==> src/rtl/twi_mon_pkg.sv <==
package twi_mon_pkg;

   typedef struct packed {
      logic start;
      logic stop;
      logic scl_rise;
      logic scl_fall;
   } bus_evt_t;

endpackage

==> src/rtl/twi_sync.sv <==
module twi_sync #(
   parameter int  STAGES  = 2,
   parameter bit  RST_VAL = 1'b1
) (
   input  logic clk,
   input  logic rst_n,
   input  logic d,
   output logic q
);
   logic [STAGES-1:0] chain;

   generate
      for (genvar i = 0; i < STAGES; i++) begin : g_stage
         if (i == 0) begin : g_first
            always_ff @(posedge clk or negedge rst_n) begin
               if (!rst_n) chain[0] <= RST_VAL;
               else        chain[0] <= d;
            end
         end else begin : g_next
            always_ff @(posedge clk or negedge rst_n) begin
               if (!rst_n) chain[i] <= RST_VAL;
               else        chain[i] <= chain[i-1];
            end
         end
      end
   endgenerate

   assign q = chain[STAGES-1];
endmodule

==> src/rtl/twi_cond_det.sv <==
module twi_cond_det
   import twi_mon_pkg::*;
(
   input  logic     clk,
   input  logic     rst_n,
   input  logic     scl_s,
   input  logic     sda_s,
   output bus_evt_t evt
);
   logic scl_q, sda_q;

   always_ff @(posedge clk or negedge rst_n) begin
      if (!rst_n) begin
         scl_q <= 1'b1;
         sda_q <= 1'b1;
      end else begin
         scl_q <= scl_s;
         sda_q <= sda_s;
      end
   end

   logic scl_steady_hi;
   assign scl_steady_hi = scl_s & scl_q;

   always_comb begin
      evt          = '0;
      evt.start    = scl_steady_hi &  sda_q & ~sda_s;
      evt.stop     = scl_steady_hi & ~sda_q &  sda_s;
      evt.scl_rise =  scl_s & ~scl_q;
      evt.scl_fall = ~scl_s &  scl_q;
   end
endmodule

==> src/rtl/twi_pos_track.sv <==
module twi_pos_track
   import twi_mon_pkg::*;
#(
   parameter int FRAME_BITS = 9,
   parameter int POS_W      = $clog2(FRAME_BITS)
) (
   input  logic             clk,
   input  logic             rst_n,
   input  bus_evt_t         evt,
   input  logic             clear,
   output logic             frame_act,
   output logic [POS_W-1:0] frame_pos
);
   localparam logic [POS_W-1:0] LAST_POS = POS_W'(FRAME_BITS - 1);

   logic seen_hi;

   always_ff @(posedge clk or negedge rst_n) begin
      if (!rst_n) begin
         frame_act <= 1'b0;
         frame_pos <= '0;
         seen_hi   <= 1'b0;
      end else if (clear) begin
         frame_act <= 1'b0;
         frame_pos <= '0;
         seen_hi   <= 1'b0;
      end else if (evt.start) begin
         frame_act <= 1'b1;
         frame_pos <= '0;
         seen_hi   <= 1'b0;
      end else if (evt.stop) begin
         frame_act <= 1'b0;
         frame_pos <= '0;
         seen_hi   <= 1'b0;
      end else if (frame_act) begin
         if (evt.scl_rise) begin
            seen_hi <= 1'b1;
         end else if (evt.scl_fall && seen_hi) begin
            seen_hi   <= 1'b0;
            frame_pos <= (frame_pos == LAST_POS) ? '0 : frame_pos + POS_W'(1);
         end
      end
   end
endmodule

==> src/rtl/twi_err_ctl.sv <==
module twi_err_ctl #(
   parameter logic [7:0] IDLE_CODE = 8'hF8,
   parameter logic [7:0] ERR_CODE  = 8'h00,
   parameter bit         HOLD_SCL  = 1'b1
) (
   input  logic       clk,
   input  logic       rst_n,
   input  logic       illegal,
   input  logic       ctl_wr,
   input  logic       ctl_stop,
   input  logic       ctl_flag_clr,
   input  logic       ctl_ack_en,
   output logic       irq_flag,
   output logic [7:0] status,
   output logic       stop_req,
   output logic       ack_en,
   output logic       scl_oe,
   output logic       sda_oe
);
   logic recover, flag_n;

   assign recover = irq_flag & ctl_wr & ctl_stop & ctl_flag_clr;

   always_comb begin
      flag_n = irq_flag;
      if (illegal && !irq_flag) flag_n = 1'b1;
      else if (recover)         flag_n = 1'b0;
   end

   always_ff @(posedge clk or negedge rst_n) begin
      if (!rst_n) begin
         irq_flag <= 1'b0;
         status   <= IDLE_CODE;
         stop_req <= 1'b0;
         ack_en   <= 1'b0;
      end else begin
         irq_flag <= flag_n;
         status   <= flag_n ? ERR_CODE : IDLE_CODE;
         if (recover)     stop_req <= 1'b0;
         else if (ctl_wr) stop_req <= ctl_stop;
         if (ctl_wr)      ack_en   <= ctl_ack_en;
      end
   end

   generate
      if (HOLD_SCL) begin : g_hold
         assign scl_oe = irq_flag;
      end else begin : g_nohold
         assign scl_oe = 1'b0;
      end
   endgenerate

   assign sda_oe = 1'b0;
endmodule

==> src/rtl/twi_buserr_mon.sv <==
module twi_buserr_mon
   import twi_mon_pkg::*;
#(
   parameter int         SYNC_STAGES = 2,
   parameter int         FRAME_BITS  = 9,
   parameter logic [7:0] IDLE_CODE   = 8'hF8,
   parameter logic [7:0] ERR_CODE    = 8'h00,
   parameter bit         HOLD_SCL    = 1'b1,
   localparam int        POS_W       = $clog2(FRAME_BITS)
) (
   input  logic             clk,
   input  logic             rst_n,
   input  logic             scl_i,
   input  logic             sda_i,
   input  logic             ctl_wr,
   input  logic             ctl_stop,
   input  logic             ctl_flag_clr,
   input  logic             ctl_ack_en,
   output logic [7:0]       status,
   output logic             irq_flag,
   output logic             stop_req,
   output logic             ack_en,
   output logic             frame_act,
   output logic [POS_W-1:0] frame_pos,
   output logic             scl_oe,
   output logic             sda_oe
);
   generate
      if (SYNC_STAGES < 2) begin : g_bad_sync
         $error("SYNC_STAGES must be at least 2");
      end
      if (FRAME_BITS < 2) begin : g_bad_frame
         $error("FRAME_BITS must be at least 2");
      end
      if (IDLE_CODE == ERR_CODE) begin : g_bad_codes
         $error("IDLE_CODE and ERR_CODE must differ");
      end
   endgenerate

   logic     scl_s, sda_s;
   bus_evt_t evt;
   logic     illegal;

   twi_sync #(.STAGES(SYNC_STAGES), .RST_VAL(1'b1)) u_sync_scl (
      .clk(clk), .rst_n(rst_n), .d(scl_i), .q(scl_s)
   );

   twi_sync #(.STAGES(SYNC_STAGES), .RST_VAL(1'b1)) u_sync_sda (
      .clk(clk), .rst_n(rst_n), .d(sda_i), .q(sda_s)
   );

   twi_cond_det u_det (
      .clk(clk), .rst_n(rst_n), .scl_s(scl_s), .sda_s(sda_s), .evt(evt)
   );

   assign illegal = (evt.start | evt.stop) & frame_act & (frame_pos != '0);

   twi_pos_track #(.FRAME_BITS(FRAME_BITS), .POS_W(POS_W)) u_pos (
      .clk(clk), .rst_n(rst_n), .evt(evt), .clear(irq_flag | illegal),
      .frame_act(frame_act), .frame_pos(frame_pos)
   );

   twi_err_ctl #(.IDLE_CODE(IDLE_CODE), .ERR_CODE(ERR_CODE), .HOLD_SCL(HOLD_SCL)) u_err (
      .clk(clk), .rst_n(rst_n), .illegal(illegal),
      .ctl_wr(ctl_wr), .ctl_stop(ctl_stop), .ctl_flag_clr(ctl_flag_clr),
      .ctl_ack_en(ctl_ack_en),
      .irq_flag(irq_flag), .status(status), .stop_req(stop_req), .ack_en(ack_en),
      .scl_oe(scl_oe), .sda_oe(sda_oe)
   );
endmodule

==> config.mk <==
export PLATFORM = sky130hd
export DESIGN_NAME = twi_buserr_mon
export DESIGN_NICKNAME = d
export VERILOG_FILES = /design/src/rtl/twi_mon_pkg.sv /design/src/rtl/twi_sync.sv /design/src/rtl/twi_cond_det.sv /design/src/rtl/twi_pos_track.sv /design/src/rtl/twi_err_ctl.sv /design/src/rtl/twi_buserr_mon.sv
export SDC_FILE = /design/constraint.sdc
export NUM_CORES = 1
export LEC_CHECK = 0
export ABC_AREA = 1
export BUFFER_PORTS_ARGS = -buffer_cell sky130_fd_sc_hd__buf_2
export CAP_MARGIN = 40
export CORE_MARGIN = 10
export CORE_UTILIZATION = 38
export DETAILED_ROUTE_END_ITERATION = 12
export PLACE_DENSITY = 0.7
export SLEW_MARGIN = 20
export SYNTH_ARGS = -nofsm -noshare
export SYNTH_HDL_FRONTEND = slang
export SYNTH_SLANG_ARGS = --single-unit
export TNS_END_PERCENT = 100
==> constraint.sdc <==
create_clock -name clk -period 1.3 [get_ports clk]
set_input_delay 0 -clock clk [delete_from_list [all_inputs] [get_ports clk]]
set_output_delay 0 -clock clk [all_outputs]
set_load 0.02 [all_outputs]
==> Word level (Yosys, flattened, before mapping) <==
Cells that the tools add are included.
W data, S select, Z words.
{ "word_totals": {"out_inout_bits": 18, "wordCells": 66, "input_bits": 8, "regBits": 23} }
{ "op_classes": {"bitwise": 18, "n_addsub": 1, "eq_ne": 2, "n_reduce_logical": 11, "muxes": 21} }
{ "op_table": {"columns": ["cell", "count"], "rows": [
  ["$mux W4", 7],
  ["$mux W1", 13],
  ["$and A1 B1 Y1", 12],
  ["$reduce_bool A4 Y1", 3],
  ["$mux W8", 1],
  ["$reduce_bool A5 Y1", 1],
  ["$add A4 B1 Y4 const B", 1],
  ["$eq A4 B4 Y1 const B", 1],
  ["$ne A4 B1 Y1 const B", 1],
  ["$not A1 Y1", 4],
  ["$reduce_and A3 Y1", 1],
  ["$reduce_bool A3 Y1", 1],
  ["$logic_and A1 B1 Y1", 2],
  ["$or A1 B1 Y1", 2],
  ["$reduce_and A2 Y1", 1],
  ["$reduce_bool A2 Y1", 1],
  ["$logic_not A1 Y1", 1]
]} }

==> Longest topological paths before layout <==
{ "depth": {"depth_word": 9, "ltp_mapped": 9, "mapped_depth_nobuf": 9} }

==> Modules after synthesis <==
A second synthesis with hierarchy kept.
{ "hier_totals": {"hier_cells": 105, "area_unflattened_um2": 844.6} }
{ "modules_own_cells": {"columns": ["mod", "area_per_inst_um2", "seq_area_each_um2", "cells_each", "instances"], "rows": [
  ["twi_pos_track", 375.4, 150.1, 50, 1],
  ["twi_err_ctl", 230.2, 101.3, 28, 1],
  ["twi_sync", 52.6, 52.6, 2, 2],
  ["twi_cond_det", 93.8, 52.6, 13, 1],
  ["twi_buserr_mon", 40.0, 0.0, 10, 1]
]} }

==> Least setup slack after synthesis <==
No wires, ideal clock.
{ "synth_timing": {"path_kind": "register to register", "from": "register u_pos.frame_pos[0]", "to": "register u_pos.seen_hi", "synth_period_minus_slack_ns": 1.310, "path_slack_ns": -0.010, "arrival_ns": 1.197, "required_ns": 1.187, "setup_ns": 0.113, "path_stages_with_launch": 9, "path_buffers": 0, "path_cell_list": "dfrtp_1 > inv_1 > ha_1 > a21oi_1 > nand2_1 > nand2_2 > nand2_1 > nand2_1 > inv_1"} }
{ "synth_between": {"elab_chain_cells": 5, "elab_cells_between_ends": 7, "classes_between": "1 x mux; 2 x bitwise; 4 x reduce/logical"} }
{ "synth_rtl": {"columns": ["element", "line", "source"], "rows": [
  ["start: declaration", "twi_pos_track.sv:12", "output logic [POS_W-1:0] frame_pos"],
  ["start signal: assignment", "twi_pos_track.sv:40", "frame_pos <= (frame_pos == LAST_POS) ? '0 : frame_pos + POS_W'(1);"],
  ["$reduce_bool A4 Y1 (*)", "twi_buserr_mon.sv:56", "assign illegal = (evt.start | evt.stop) & frame_act & (frame_pos != '0);"],
  ["$and A1 B1 Y1 (*)", "twi_buserr_mon.sv:56", null],
  ["$or A1 B1 Y1 (*)", "twi_buserr_mon.sv:59", ".clk(clk), .rst_n(rst_n), .evt(evt), .clear(irq_flag | illegal),"],
  ["$reduce_bool A5 Y1 (no line) / $reduce_bool A4 Y1 (equally long branches)", null, null],
  ["$reduce_and A2 Y1 (no line)", null, null],
  ["end signal: assignment", "twi_pos_track.sv:34", "seen_hi <= 1'b0;"],
  ["end signal: assignment", "twi_pos_track.sv:37", "seen_hi <= 1'b1;"],
  ["end signal: assignment", "twi_pos_track.sv:39", "seen_hi <= 1'b0;"],
  ["end: declaration", "twi_pos_track.sv:16", "logic seen_hi;"]
]} }
Mark *: on every way between the ends. The rest lies on a longest branch, timed or not.
A chain may end at the register's enable or synchronous reset.

==> Worst setup path in the final report <==
{ "layout_timing": {"from": "register u_sync_scl.chain[1] (netlist: u_sync_scl.q)", "to": "register u_pos.seen_hi"} }
{ "layout_between": {"elab_chain_cells": 9, "elab_cells_between_ends": 21, "classes_between": "5 x mux; 12 x bitwise; 4 x reduce/logical"} }
{ "layout_rtl": {"columns": ["element", "line", "source"], "rows": [
  ["start: declaration", "twi_sync.sv:10", "logic [STAGES-1:0] chain;"],
  ["start signal: indexed assignment", "twi_sync.sv:22", "else chain[i] <= chain[i-1];"],
  ["$and A1 B1 Y1", "twi_cond_det.sv:23", "assign scl_steady_hi = scl_s & scl_q;"],
  ["$and A1 B1 Y1 (on tied branches) (2 in a row)", "twi_cond_det.sv:27, twi_cond_det.sv:28", null],
  ["$or A1 B1 Y1", "twi_buserr_mon.sv:56", null],
  ["$and A1 B1 Y1 (2 in a row)", "twi_buserr_mon.sv:56", null],
  ["$or A1 B1 Y1", "twi_buserr_mon.sv:59", null],
  ["$reduce_bool A5 Y1 (no line) / $reduce_bool A4 Y1 (equally long branches)", null, null],
  ["$reduce_and A2 Y1 (no line)", null, null]
]} }
Parallel ways exist; a longest one is shown, timed or not. The select of a mux whose other input is x is not followed.

==> summary.md <==
| Metric | Value |
|---|---|
| Clk sink count | 16 |
| Num CTS Buffers | 3 |
| Most frequent cells in the layout | buf_2 (20), nand2_1 (16), inv_1 (14) |
| Data arrival, critical path | 1470 ps |
| Routed wire per std cell | 11.0 microns |
| Unrepaired setup endpoints after global routing | true |
| Tot GR Track Use | 0.0817 |
| Mux cell area share after synthesis | 0.0140 |
| Initial Utilization | 0.407 |
| Period minus WS final | 1270 ps |
| Core Area | 0.00198 sq mm |
| Largest net degree at the start of global routing | 17 |
| Largest family of logic cells by synthesized area | simple AND/OR/NAND/NOR gates |
| Post-Synth Adder-Cell Area | 0.0310 |
| Post-DP Area | 906 sq um |
| FP Rows | 16 |
| Gr ovfl total | 0 |
| Most common cell on crit path | nand2_2 |
| Area growth syn-to-layout | 30.1% |
| Initial DRC count | 35 |
| Placed Cells | 136 |
| Simple-gate portion of the synthesized area | 0.250 |
| Max Fclk | 0.785 GHz |
| VDD IR-drop max | 0.881 mV |
| Die Area | 0.00437 sq mm |
| Critical Path Max Stage Delay | 570 ps |
| 1st-pass router iterations | 4 |
| Antenna violations before repair | 0 |
| Clock insertion delay at the later pin of the skew report | 290 ps |
| PwrDens | 1640 mW/mm^2 |
| Synthesized area | 807 sq um |
| Port Buffers | 21 |
| Synthesized area per cell | 8.77 sq um |
| Setup TNS | 0 ps |
| Htree depth | 1 |
| Number of setup violations in the final report | 0 |
| Crit path cell chain | nand4_1 > nand2_2 > nand2_2 > nand2_2 > nand2_1 > nand2_1 > inv_1 |
| Drt via density | 4.48 |
| Final hold violations | 0 |
| Slowest cell on the critical path | dfstp_2 |
| Final period util | 0.980 |
| Design Area, Final | 0.00105 sq mm |
| CP Max Fanout | 4 |
| Vias in the first global route | 679 |
| Die Y | 66.1 microns |
| Post-DP HPWL | 1300 microns |
| DRC | 0 |
| Max reg flops | 4 |
| Pleak | 0.582 nW |
| First-pass GRT wire length | 2870 microns |
| Syn. warnings | 0 |
| Buf/Inv on CP | 1 |
| Commonest non-fill, non-tap cell in the layout | buf_2 |
| GPL Wtd Cong | 0.766 |
| Seq/Total Area, Yosys | 0.507 |
| Die Wd | 66.1 microns |
| Distinct cells, synth | 17 |
| Clock slew at reported path FFs | 100 ps |
| Largest Register | u_pos.frame_pos |
| Layout Cells excl Fill | 151 |
| Cell family with most CP delay | simple AND/OR/NAND/NOR gates |
| Nature of the critical path endpoint | flip-flop |
| Final ANT Viol Nets | 0 |
| # Max-Cap Violations | 0 |
| Startpoint types | flip-flop |
| Antenna diodes | 0 |
| CTS Root Cell | clkbuf_4 |
| Synth Area in Compound Gates | 0.0295 |
| Total number of vias | 677 |
| Slew Viols, Final | 0 |
| WHS | 142 ps |
| Yosys reg bits | 16 |
| Total power | 1.73 mW |
| Clk buf depth | 2 |
| Required @ worst endpoint | 1500 ps |
| Boundary Pins | 26 |
| Final Skew | 7.41 ps |
| XOR/XNOR Fraction of Synth Area | 0.0109 |
| Hold WC Path Type | input port to async pin |
| Nets | 135 |
| CP Class | flip-flop to flip-flop |
| Outcome | complete, no violations |
| WL final | 1660 microns |
| Synthesized instance count | 92 |
| TritonCTS clock tree | yes |
| Share of post-route cells with drive strength above 1 | 0.363 |
## stage by stage
step                      utilization  setup WS, ps
after floorplan                     -          34.6
after global placement          0.457          74.2
after detailed placement        0.457         -9.52
after CTS                       0.520          1.16
after global routing            0.530         -74.1
final                           0.530          25.9
## area by class of cell
class,count,area (sq um)
well taps,27,33.8
inverters,15,56.3
repair buffers,34,225
clock buffers,4,36.3
multi-input cells,55,288
fillers,184,932
flip-flops and latches,16,410
## worst register-to-register path: stages, from the launching register on
cell	delay [ps]
dfstp_2	570
nand4_1	170
nand2_2	150
nand2_2	60
nand2_2	90
nand2_1	50
nand2_1	50
inv_1	40
## metal layers
layer | global-route usage | vias to the layer above | part of all wire
li1 | - | 340 | -
met1 | 0.0878 | 314 | 0.40
met2 | 0.130 | 19 | 0.50
met3 | 0.0305 | 4 | 0.075
met4 | 0.0550 | 0 | 0.016
met5 | 0 | - | 0
## final timing paths
| path | cells after the start | from | slack, ps | endpoint |
|---|---|---|---|---|
| worst max-delay path | 7 | u_sync_scl.q | 30 | u_pos.seen_hi |
| worst min-delay path | 2 | rst_n | 140 | u_pos.frame_act |
| worst max register to register | 7 | u_sync_scl.q | 30 | u_pos.seen_hi |
| worst min register to register | 0 | u_sync_scl.chain[0] | 350 | u_sync_scl.q |
| max in group asynchronous | 2 | rst_n | 850 | u_sync_scl.chain[0] |
| min in group clk | 2 | sda_i | 350 | u_sync_sda.chain[0] |
## cells by family after synthesis
kind of cell,after synthesis
other,1
adder cells (fa/ha/maj),2
AND/OR/NAND/NOR,43
buffers and inverters,24
multiplexers,1
AO/OA/AOI/OAI,4
XOR/XNOR,1
flip-flops,16
## synthesized netlist by cell type
| master | number | share of area |
|---|---|---|
| a21oi_1 | 2 | 0.012 |
| inv_1 | 15 | 0.070 |
| conb_1 | 1 | 0.0046 |
| nand3_1 | 8 | 0.050 |
| nand2_2 | 2 | 0.016 |
| ha_1 | 2 | 0.031 |
| dfrtp_1 | 9 | 0.28 |
| nor2_1 | 8 | 0.037 |
| dfstp_2 | 7 | 0.23 |
| o21ai_2 | 1 | 0.011 |
| nand4_1 | 7 | 0.054 |
| nand2_1 | 17 | 0.079 |
| xor2_1 | 1 | 0.011 |
| buf_4 | 9 | 0.084 |
| mux2_2 | 1 | 0.014 |
| nor2_4 | 1 | 0.014 |
| o21ai_0 | 1 | 0.0062 |
## timing repair
item                                   in CTS  in global routing
setup buffers                               1                  3
pin swaps                                   1                  8
resized for setup                           0                  2
endpoints found under the hold margin      21                  0
hold buffers                                8                  0
setup endpoints to repair                   1                  6
## power by group
group | switching, mW | internal [mW]
clock network | 0.157 | 0.171
logic | 0.441 | 0.257
registers | 0.0933 | 0.607
total | 0.692 | 1.03
Note: power is estimated with default switching activity, not from simulation.
